<file path="src/rtl/boot_remap_pkg.sv">
package boot_remap_pkg;

  localparam logic [31:0] DEF_FLASH_BASE  = 32'h0800_0000;
  localparam logic [31:0] DEF_RAM_BASE    = 32'h2000_0000;
  localparam logic [31:0] DEF_PERIPH_BASE = 32'h4000_0000;
  localparam logic [31:0] DEF_SYSCFG_ADDR = 32'h4001_0000;
  localparam logic [31:0] DEF_VTOR_ADDR   = 32'hE000_ED08;

  typedef enum logic [2:0] {
    TGT_NONE   = 3'd0,
    TGT_FLASH  = 3'd1,
    TGT_RAM    = 3'd2,
    TGT_PERIPH = 3'd3,
    TGT_SYS    = 3'd4
  } tgt_e;

  typedef struct packed {
    logic flash;
    logic ram;
    logic periph;
    logic sys;
  } sel_t;

endpackage

</file>
<file path="src/rtl/region_match.sv">
module region_match #(
  parameter logic [31:0] BASE = 32'h0,
  parameter int unsigned AW   = 16
) (
  input  logic [31:0] addr_i,
  output logic        hit_o,
  output logic [31:0] offset_o
);
  localparam logic [31:0] MASK = (32'h1 << AW) - 32'h1;

  assign hit_o    = (addr_i[31:AW] == BASE[31:AW]);
  assign offset_o = addr_i & MASK;
endmodule

</file>
<file path="src/rtl/boot_sysregs.sv">
module boot_sysregs #(
  parameter logic [31:0] SYSCFG_ADDR = boot_remap_pkg::DEF_SYSCFG_ADDR,
  parameter logic [31:0] VTOR_ADDR   = boot_remap_pkg::DEF_VTOR_ADDR,
  parameter int unsigned VTOR_ALIGN  = 7
) (
  input  logic        clk_i,
  input  logic        rst_ni,
  input  logic        req_i,
  input  logic        we_i,
  input  logic [31:0] addr_i,
  input  logic [31:0] wdata_i,
  output logic        hit_o,
  output logic        remap_o,
  output logic [31:0] vtor_o,
  output logic [31:0] rdata_o
);
  localparam logic [31:0] VTOR_MASK = ~((32'h1 << VTOR_ALIGN) - 32'h1);

  logic        cfg_hit, vtor_hit;
  logic        remap_q;
  logic [31:0] vtor_q, rdata_q;
  logic        wr_cfg, wr_vtor, rd_cfg, rd_vtor;

  assign cfg_hit  = (addr_i[31:2] == SYSCFG_ADDR[31:2]);
  assign vtor_hit = (addr_i[31:2] == VTOR_ADDR[31:2]);
  assign hit_o    = cfg_hit | vtor_hit;

  assign wr_cfg  = req_i &  we_i & cfg_hit;
  assign wr_vtor = req_i &  we_i & vtor_hit;
  assign rd_cfg  = req_i & ~we_i & cfg_hit;
  assign rd_vtor = req_i & ~we_i & vtor_hit;

  always_ff @(posedge clk_i or negedge rst_ni) begin
    if (!rst_ni) begin
      remap_q <= 1'b0;
      vtor_q  <= '0;
      rdata_q <= '0;
    end else begin
      if (wr_cfg)  remap_q <= wdata_i[0];
      if (wr_vtor) vtor_q  <= wdata_i & VTOR_MASK;
      if (rd_cfg)       rdata_q <= {31'b0, remap_q};
      else if (rd_vtor) rdata_q <= vtor_q;
      else              rdata_q <= '0;
    end
  end

  assign remap_o = remap_q;
  assign vtor_o  = vtor_q;
  assign rdata_o = rdata_q;

  // remap follows the written bit one cycle later
  a_r6_remap_load: assert property (@(posedge clk_i) disable iff (!rst_ni)
    wr_cfg |=> (remap_o == $past(wdata_i[0])));
  a_r6_remap_hold: assert property (@(posedge clk_i) disable iff (!rst_ni)
    !wr_cfg |=> $stable(remap_o));
  // low bits of a vector base write are dropped
  a_r9_vtor_low: assert property (@(posedge clk_i) disable iff (!rst_ni)
    wr_vtor |=> (vtor_o == ($past(wdata_i) & VTOR_MASK)));
  // read data is a one-cycle response
  a_r12_rdata_idle: assert property (@(posedge clk_i) disable iff (!rst_ni)
    !(rd_cfg || rd_vtor) |=> (rdata_o == 32'h0));
endmodule

</file>
<file path="src/rtl/boot_decode_core.sv">
module boot_decode_core
  import boot_remap_pkg::*;
(
  input  logic        req_i,
  input  logic        remap_i,
  input  logic [31:0] addr_i,
  input  logic        alias_hit_i,
  input  logic        flash_hit_i,
  input  logic        ram_hit_i,
  input  logic        periph_hit_i,
  input  logic        sys_hit_i,
  input  logic [31:0] alias_off_i,
  input  logic [31:0] flash_off_i,
  input  logic [31:0] ram_off_i,
  input  logic [31:0] periph_off_i,
  output sel_t        sel_o,
  output logic [31:0] offset_o,
  output logic        miss_o
);
  tgt_e tgt;

  // system words win over the peripheral window they sit in
  always_comb begin
    tgt      = TGT_NONE;
    offset_o = '0;
    if (req_i) begin
      if (sys_hit_i) begin
        tgt      = TGT_SYS;
        offset_o = {28'b0, addr_i[3:0]};
      end else if (alias_hit_i) begin
        tgt      = remap_i ? TGT_RAM : TGT_FLASH;
        offset_o = alias_off_i;
      end else if (flash_hit_i) begin
        tgt      = TGT_FLASH;
        offset_o = flash_off_i;
      end else if (ram_hit_i) begin
        tgt      = TGT_RAM;
        offset_o = ram_off_i;
      end else if (periph_hit_i) begin
        tgt      = TGT_PERIPH;
        offset_o = periph_off_i;
      end
    end
  end

  always_comb begin
    sel_o        = '0;
    sel_o.flash  = (tgt == TGT_FLASH);
    sel_o.ram    = (tgt == TGT_RAM);
    sel_o.periph = (tgt == TGT_PERIPH);
    sel_o.sys    = (tgt == TGT_SYS);
  end

  assign miss_o = req_i & (tgt == TGT_NONE);
endmodule

</file>
<file path="src/rtl/boot_remap_decoder.sv">
module boot_remap_decoder
  import boot_remap_pkg::*;
#(
  parameter logic [31:0] FLASH_BASE  = DEF_FLASH_BASE,
  parameter logic [31:0] RAM_BASE    = DEF_RAM_BASE,
  parameter logic [31:0] PERIPH_BASE = DEF_PERIPH_BASE,
  parameter logic [31:0] SYSCFG_ADDR = DEF_SYSCFG_ADDR,
  parameter logic [31:0] VTOR_ADDR   = DEF_VTOR_ADDR,
  parameter int unsigned ALIAS_AW    = 16,
  parameter int unsigned FLASH_AW    = 20,
  parameter int unsigned RAM_AW      = 17,
  parameter int unsigned PERIPH_AW   = 29,
  parameter int unsigned VTOR_ALIGN  = 7
) (
  input  logic        clk_i,
  input  logic        rst_ni,
  input  logic        req_i,
  input  logic        we_i,
  input  logic [31:0] addr_i,
  input  logic [31:0] wdata_i,
  output logic        sel_flash_o,
  output logic        sel_ram_o,
  output logic        sel_periph_o,
  output logic        sel_sys_o,
  output logic [31:0] offset_o,
  output logic        err_o,
  output logic [31:0] rdata_o,
  output logic        remap_o,
  output logic [31:0] vtor_o
);
  localparam logic [31:0] ALIAS_BASE = 32'h0;

  logic        alias_hit, flash_hit, ram_hit, periph_hit, sys_hit;
  logic [31:0] alias_off, flash_off, ram_off, periph_off;
  logic        miss, err_q;
  sel_t        sel;

  region_match #(.BASE(ALIAS_BASE),  .AW(ALIAS_AW))  u_alias (
    .addr_i(addr_i), .hit_o(alias_hit),  .offset_o(alias_off));
  region_match #(.BASE(FLASH_BASE),  .AW(FLASH_AW))  u_flash (
    .addr_i(addr_i), .hit_o(flash_hit),  .offset_o(flash_off));
  region_match #(.BASE(RAM_BASE),    .AW(RAM_AW))    u_ram (
    .addr_i(addr_i), .hit_o(ram_hit),    .offset_o(ram_off));
  region_match #(.BASE(PERIPH_BASE), .AW(PERIPH_AW)) u_periph (
    .addr_i(addr_i), .hit_o(periph_hit), .offset_o(periph_off));

  boot_sysregs #(
    .SYSCFG_ADDR(SYSCFG_ADDR),
    .VTOR_ADDR  (VTOR_ADDR),
    .VTOR_ALIGN (VTOR_ALIGN)
  ) u_sysregs (
    .clk_i  (clk_i),
    .rst_ni (rst_ni),
    .req_i  (req_i),
    .we_i   (we_i),
    .addr_i (addr_i),
    .wdata_i(wdata_i),
    .hit_o  (sys_hit),
    .remap_o(remap_o),
    .vtor_o (vtor_o),
    .rdata_o(rdata_o)
  );

  boot_decode_core u_core (
    .req_i       (req_i),
    .remap_i     (remap_o),
    .addr_i      (addr_i),
    .alias_hit_i (alias_hit),
    .flash_hit_i (flash_hit),
    .ram_hit_i   (ram_hit),
    .periph_hit_i(periph_hit),
    .sys_hit_i   (sys_hit),
    .alias_off_i (alias_off),
    .flash_off_i (flash_off),
    .ram_off_i   (ram_off),
    .periph_off_i(periph_off),
    .sel_o       (sel),
    .offset_o    (offset_o),
    .miss_o      (miss)
  );

  always_ff @(posedge clk_i or negedge rst_ni) begin
    if (!rst_ni) err_q <= 1'b0;
    else         err_q <= miss;
  end

  assign sel_flash_o  = sel.flash;
  assign sel_ram_o    = sel.ram;
  assign sel_periph_o = sel.periph;
  assign sel_sys_o    = sel.sys;
  assign err_o        = err_q;

  // one target at most, none without a request
  a_r11_onehot: assert property (@(posedge clk_i) disable iff (!rst_ni)
    $onehot0({sel_flash_o, sel_ram_o, sel_periph_o, sel_sys_o}));
  a_r11_idle: assert property (@(posedge clk_i) disable iff (!rst_ni)
    !req_i |-> ({sel_flash_o, sel_ram_o, sel_periph_o, sel_sys_o} == 4'b0));
  // zero alias follows the remap bit
  a_r4_alias_flash: assert property (@(posedge clk_i) disable iff (!rst_ni)
    (req_i && alias_hit && !sys_hit && !remap_o) |-> sel_flash_o);
  a_r5_alias_ram: assert property (@(posedge clk_i) disable iff (!rst_ni)
    (req_i && alias_hit && !sys_hit && remap_o) |-> sel_ram_o);
  // error only after an unselected request
  a_r10_err_cause: assert property (@(posedge clk_i) disable iff (!rst_ni)
    (req_i && !(sel_flash_o || sel_ram_o || sel_periph_o || sel_sys_o)) |=> err_o);
  a_r10_err_only: assert property (@(posedge clk_i) disable iff (!rst_ni)
    (!req_i || sel_flash_o || sel_ram_o || sel_periph_o || sel_sys_o) |=> !err_o);
endmodule

</file>
<file path="config.mk">
export PLATFORM = sky130hd
export DESIGN_NAME = boot_remap_decoder
export DESIGN_NICKNAME = d
export VERILOG_FILES = /design/src/rtl/boot_remap_pkg.sv /design/src/rtl/region_match.sv /design/src/rtl/boot_sysregs.sv /design/src/rtl/boot_decode_core.sv /design/src/rtl/boot_remap_decoder.sv
export SDC_FILE = /design/constraint.sdc
export NUM_CORES = 1
export LEC_CHECK = 0
export BUFFER_PORTS_ARGS = -buffer_cell sky130_fd_sc_hd__buf_4
export CORE_MARGIN = 1
export CORE_UTILIZATION = 39
export DETAILED_ROUTE_END_ITERATION = 6
export PLACE_DENSITY = 0.77
export REMOVE_ABC_BUFFERS = 1
export SYNTH_ARGS = -nofsm -noshare
export SYNTH_HDL_FRONTEND = slang
export SYNTH_SLANG_ARGS = --single-unit
</file>
<file path="constraint.sdc">
create_clock -name clk_i -period 1.9 [get_ports clk_i]
set_clock_uncertainty 0.15 [all_clocks]
set_input_delay 0.19 -clock clk_i [delete_from_list [all_inputs] [get_ports clk_i]]
set_output_delay 0.19 -clock clk_i [all_outputs]
set_load 0.03 [all_outputs]
</file>
==> results.sh <==
export IMPL_status="finished, violations left"
export IMPL_violations="setup timing"
export IMPL_synthArstFlopShare_pct=100.0
export IMPL_p_leak_nw=2.524
export IMPL_cts_tree="done"
export IMPL_r2r_end="u_sysregs.vtor_o[27]"
export IMPL_path_max_fanout=30
export IMPL_h_tree_depth=2
export IMPL_setup_violations=33
export IMPL_fin_ws_ns=-0.2101
export IMPL_clock_latency_ns=0.30
export IMPL_yosys_area_top_type_share_pct=49.26
export IMPL_start_kind="input port"
export IMPL_postSynthAreaPerCell_um2=12.35
export IMPL_place_area_um2=4056
export IMPL_cp_arrival_ns=1.77
export IMPL_maxCapViolations=0
export IMPL_min_period_ns=2.110
export IMPL_yosysSeqAreaShare_pct=49.26
export IMPL_place_port_buffers=147
export IMPL_core_um2=6495
export IMPL_start_util_pct=41.46
export IMPL_grt_ovfl_total=0
export IMPL_hp_class="input port to flop"
export IMPL_timing_final_crit_share_pct=111.1
export IMPL_drt_wl_total_mm=8.522
export IMPL_power_density_nw_per_um2=465.2
export IMPL_reg2reg_depth=1
export IMPL_grt_pass1_wl_mm=12.70
export IMPL_dpl_hpwl_mm=5.657
export IMPL_synth_area_leaders="dfrtp_1 49%, mux2_4 11%, and2_1 6.0%, and4b_1 4.8%, buf_4 4.5%"
export IMPL_routabilityCongestion=0.8602
export IMPL_setup_tns_final_ns=-5.153
export IMPL_dieArea_um2=7240
export IMPL_slowest_delay_ns=0.54
export IMPL_final_nets=497
export IMPL_ys_warnings_count=0
export IMPL_preCtsSetupSlack_ns=-0.2808
export IMPL_drc=0
export IMPL_max_freq_ghz=0.4739
export IMPL_end_kind="output port"
export IMPL_num_rows=29
export IMPL_via_per_inst=5.164
export IMPL_grt_max_degree=54
export IMPL_path_clk_slew_ns=0.10
export IMPL_drtPass1Iterations=5
export IMPL_grt_usage_pct=22.50
export IMPL_synth_top_area_cell="dfrtp_1"
export IMPL_rsz0062_at_grt="yes"
export IMPL_hp_start="we_i"
export IMPL_maxSlewHeadroom_pct=56.42
export IMPL_drt_iter0_drc=68
export IMPL_finish_instance_area_um2=4622
export IMPL_die_w_um=85.09
export IMPL_ys_flop_type="dfrtp_1"
export IMPL_ir_worst_vdd_mv=0.3346
export IMPL_syn_inst=218
export IMPL_root_buffer="clkbuf_8"
export IMPL_finalMaxSlewViolations=0
export IMPL_r2r_start="u_sysregs.vtor_o[27]"
export IMPL_ios=170
export IMPL_crit_slowest_cell="or4_4"
export IMPL_yosys_register_bits=53
export IMPL_vias=2618
export IMPL_clk_path_buf_depth=2
export IMPL_cp_required_ns=1.56
export IMPL_ant_nets=0
export IMPL_r2r_slack_ns=0.94
export IMPL_critPathKind="input port to output port"
export IMPL_worstMarginPinSlew_ns=0.6537
export IMPL_synth_edf_count=0
export IMPL_hold_depth=3
export IMPL_hold_viol=0
export IMPL_ys_types=39
export IMPL_num_antenna_cells=0
export IMPL_crit_path_cell_trace="buf_8 > or4_4 > nor4_4 > o2111ai_1 > buf_6 > and4_2 > buf_4"
export IMPL_post_drt_wl_per_cell_um=16.81
export IMPL_syn_area_um2=2693
export IMPL_min_to="u_sysregs.remap_o"
export IMPL_total_power_w=0.002150
export IMPL_syn2layout_area_growth_pct=71.65
export IMPL_drive_gt1_share_pct=56.74
export IMPL_die_h_um=85.09
export IMPL_grt_pass1_vias=2740
export IMPL_cts_buffers=5
export IMPL_antenna_found_initial=0
export IMPL_numClockSinks=53
==> layout make-up <==
cell class	instances	area, µm²
clock buffers	5	68.82
clock inverters	3	26.28
fillers	449	1873
multi-input cells	151	1306
flip-flops and latches	53	1326
well taps	77	96.34
repair buffers	218	1798
==> where the power goes <==
| group | switching (W) | internal (W) |
|---|---|---|
| Sequential | 0.000000475 | 0.00113 |
| Combinational | 0.000182 | 0.000183 |
| Clock | 0.000387 | 0.000269 |
| Total | 0.000570 | 0.00158 |
==> synth_stat cells (6+ instances only) <==
library cell / number
dfrtp_1: 53
and4b_1: 13
and4_1: 13
mux2_2: 6
nor2_1: 6
mux2_4: 20
buf_4: 16
and2_1: 26
clkbuf_1: 8
a21oi_1: 7
==> how the worst max path moves through the flow <==
| stage | slack (ns) | cells past startpoint | from | endpoint |
|---|---|---|---|---|
| after floorplan | -0.92 | 4 | addr_i[29] | offset_o[0] |
| after global placement | -0.30 | 8 | addr_i[4] | offset_o[26] |
| after detailed placement | -0.28 | 7 | addr_i[26] | offset_o[26] |
| after CTS | -0.22 | 7 | addr_i[26] | offset_o[26] |
| after global routing | -0.30 | 7 | addr_i[26] | offset_o[26] |
| final | -0.21 | 7 | addr_i[26] | offset_o[26] |
==> timing repair <==
action	in CTS	in global routing
hold endpoints to repair	79	0
pin swaps	8	5
buffers inserted	4	3
hold buffers	27	0
endpoints found under the setup margin	33	83
gates cloned	0	3
resized for setup	18	7
==> logic make-up (layout without fill, tap and decap cells) <==
logic type | count (synthesis) | count (layout) | share of synthesized area (%)
compound gates | 14 | 14 | 3.532
other cells | 1 | 16 | 0.1393
flops | 53 | 53 | 49.26
simple gates | 95 | 95 | 26.44
buf+inv | 29 | 226 | 6.970
mux | 26 | 26 | 13.66
==> worst max-delay path, delay by kind of cell <==
family / cells / cell delay (ns)
compound gates: 1 / 0.16
buf+inv: 3 / 0.46
simple gates: 3 / 0.95
==> registers in the layout (all words and copies together) (netlist names) <==
signal,flops
u_sysregs.remap_o,1
u_sysregs.rdata_o,26
err_o,1
u_sysregs.vtor_o,25
==> layer usage <==
| metal | track usage [%] | vias up | share of wire (%) |
|---|---|---|---|
| li1 | - | 1192 | - |
| met1 | 23.52 | 1263 | 38 |
| met2 | 42.82 | 142 | 52 |
| met3 | 5.545 | 21 | 7.3 |
| met4 | 9.091 | 0 | 2.9 |
| met5 | 0 | - | 0 |
==> placed cells by master (no fill, tap or decap), types with 2 or more instances in the layout <==
cell,instances
buf_4,179
nand4_1,4
and4b_1,13
dlygate4sd3_1,27
nor4_2,2
and3_1,3
clkbuf_16,2
and2_1,25
a21oi_1,6
nor2_1,5
buf_6,7
clkbuf_8,5
mux2_4,20
and4_2,2
mux2_2,6
and4_1,13
dfrtp_1,53
clkinvlp_4,2
nor3b_2,3
nand3_1,2
nor3_1,3
nor4_4,3
buf_12,2
conb_1,16
nand2_1,4
==> stage by stage <==
step	util [%]	cells	hold WS, ns
after floorplan	-	204	-0.2556
after global placement	62.45	464	0.1099
after detailed placement	62.45	464	0.1143
after CTS	69.64	503	0.1271
after global routing	71.16	507	0.1465
final	71.16	507	0.1306
(Power assumes the default switching activity.)
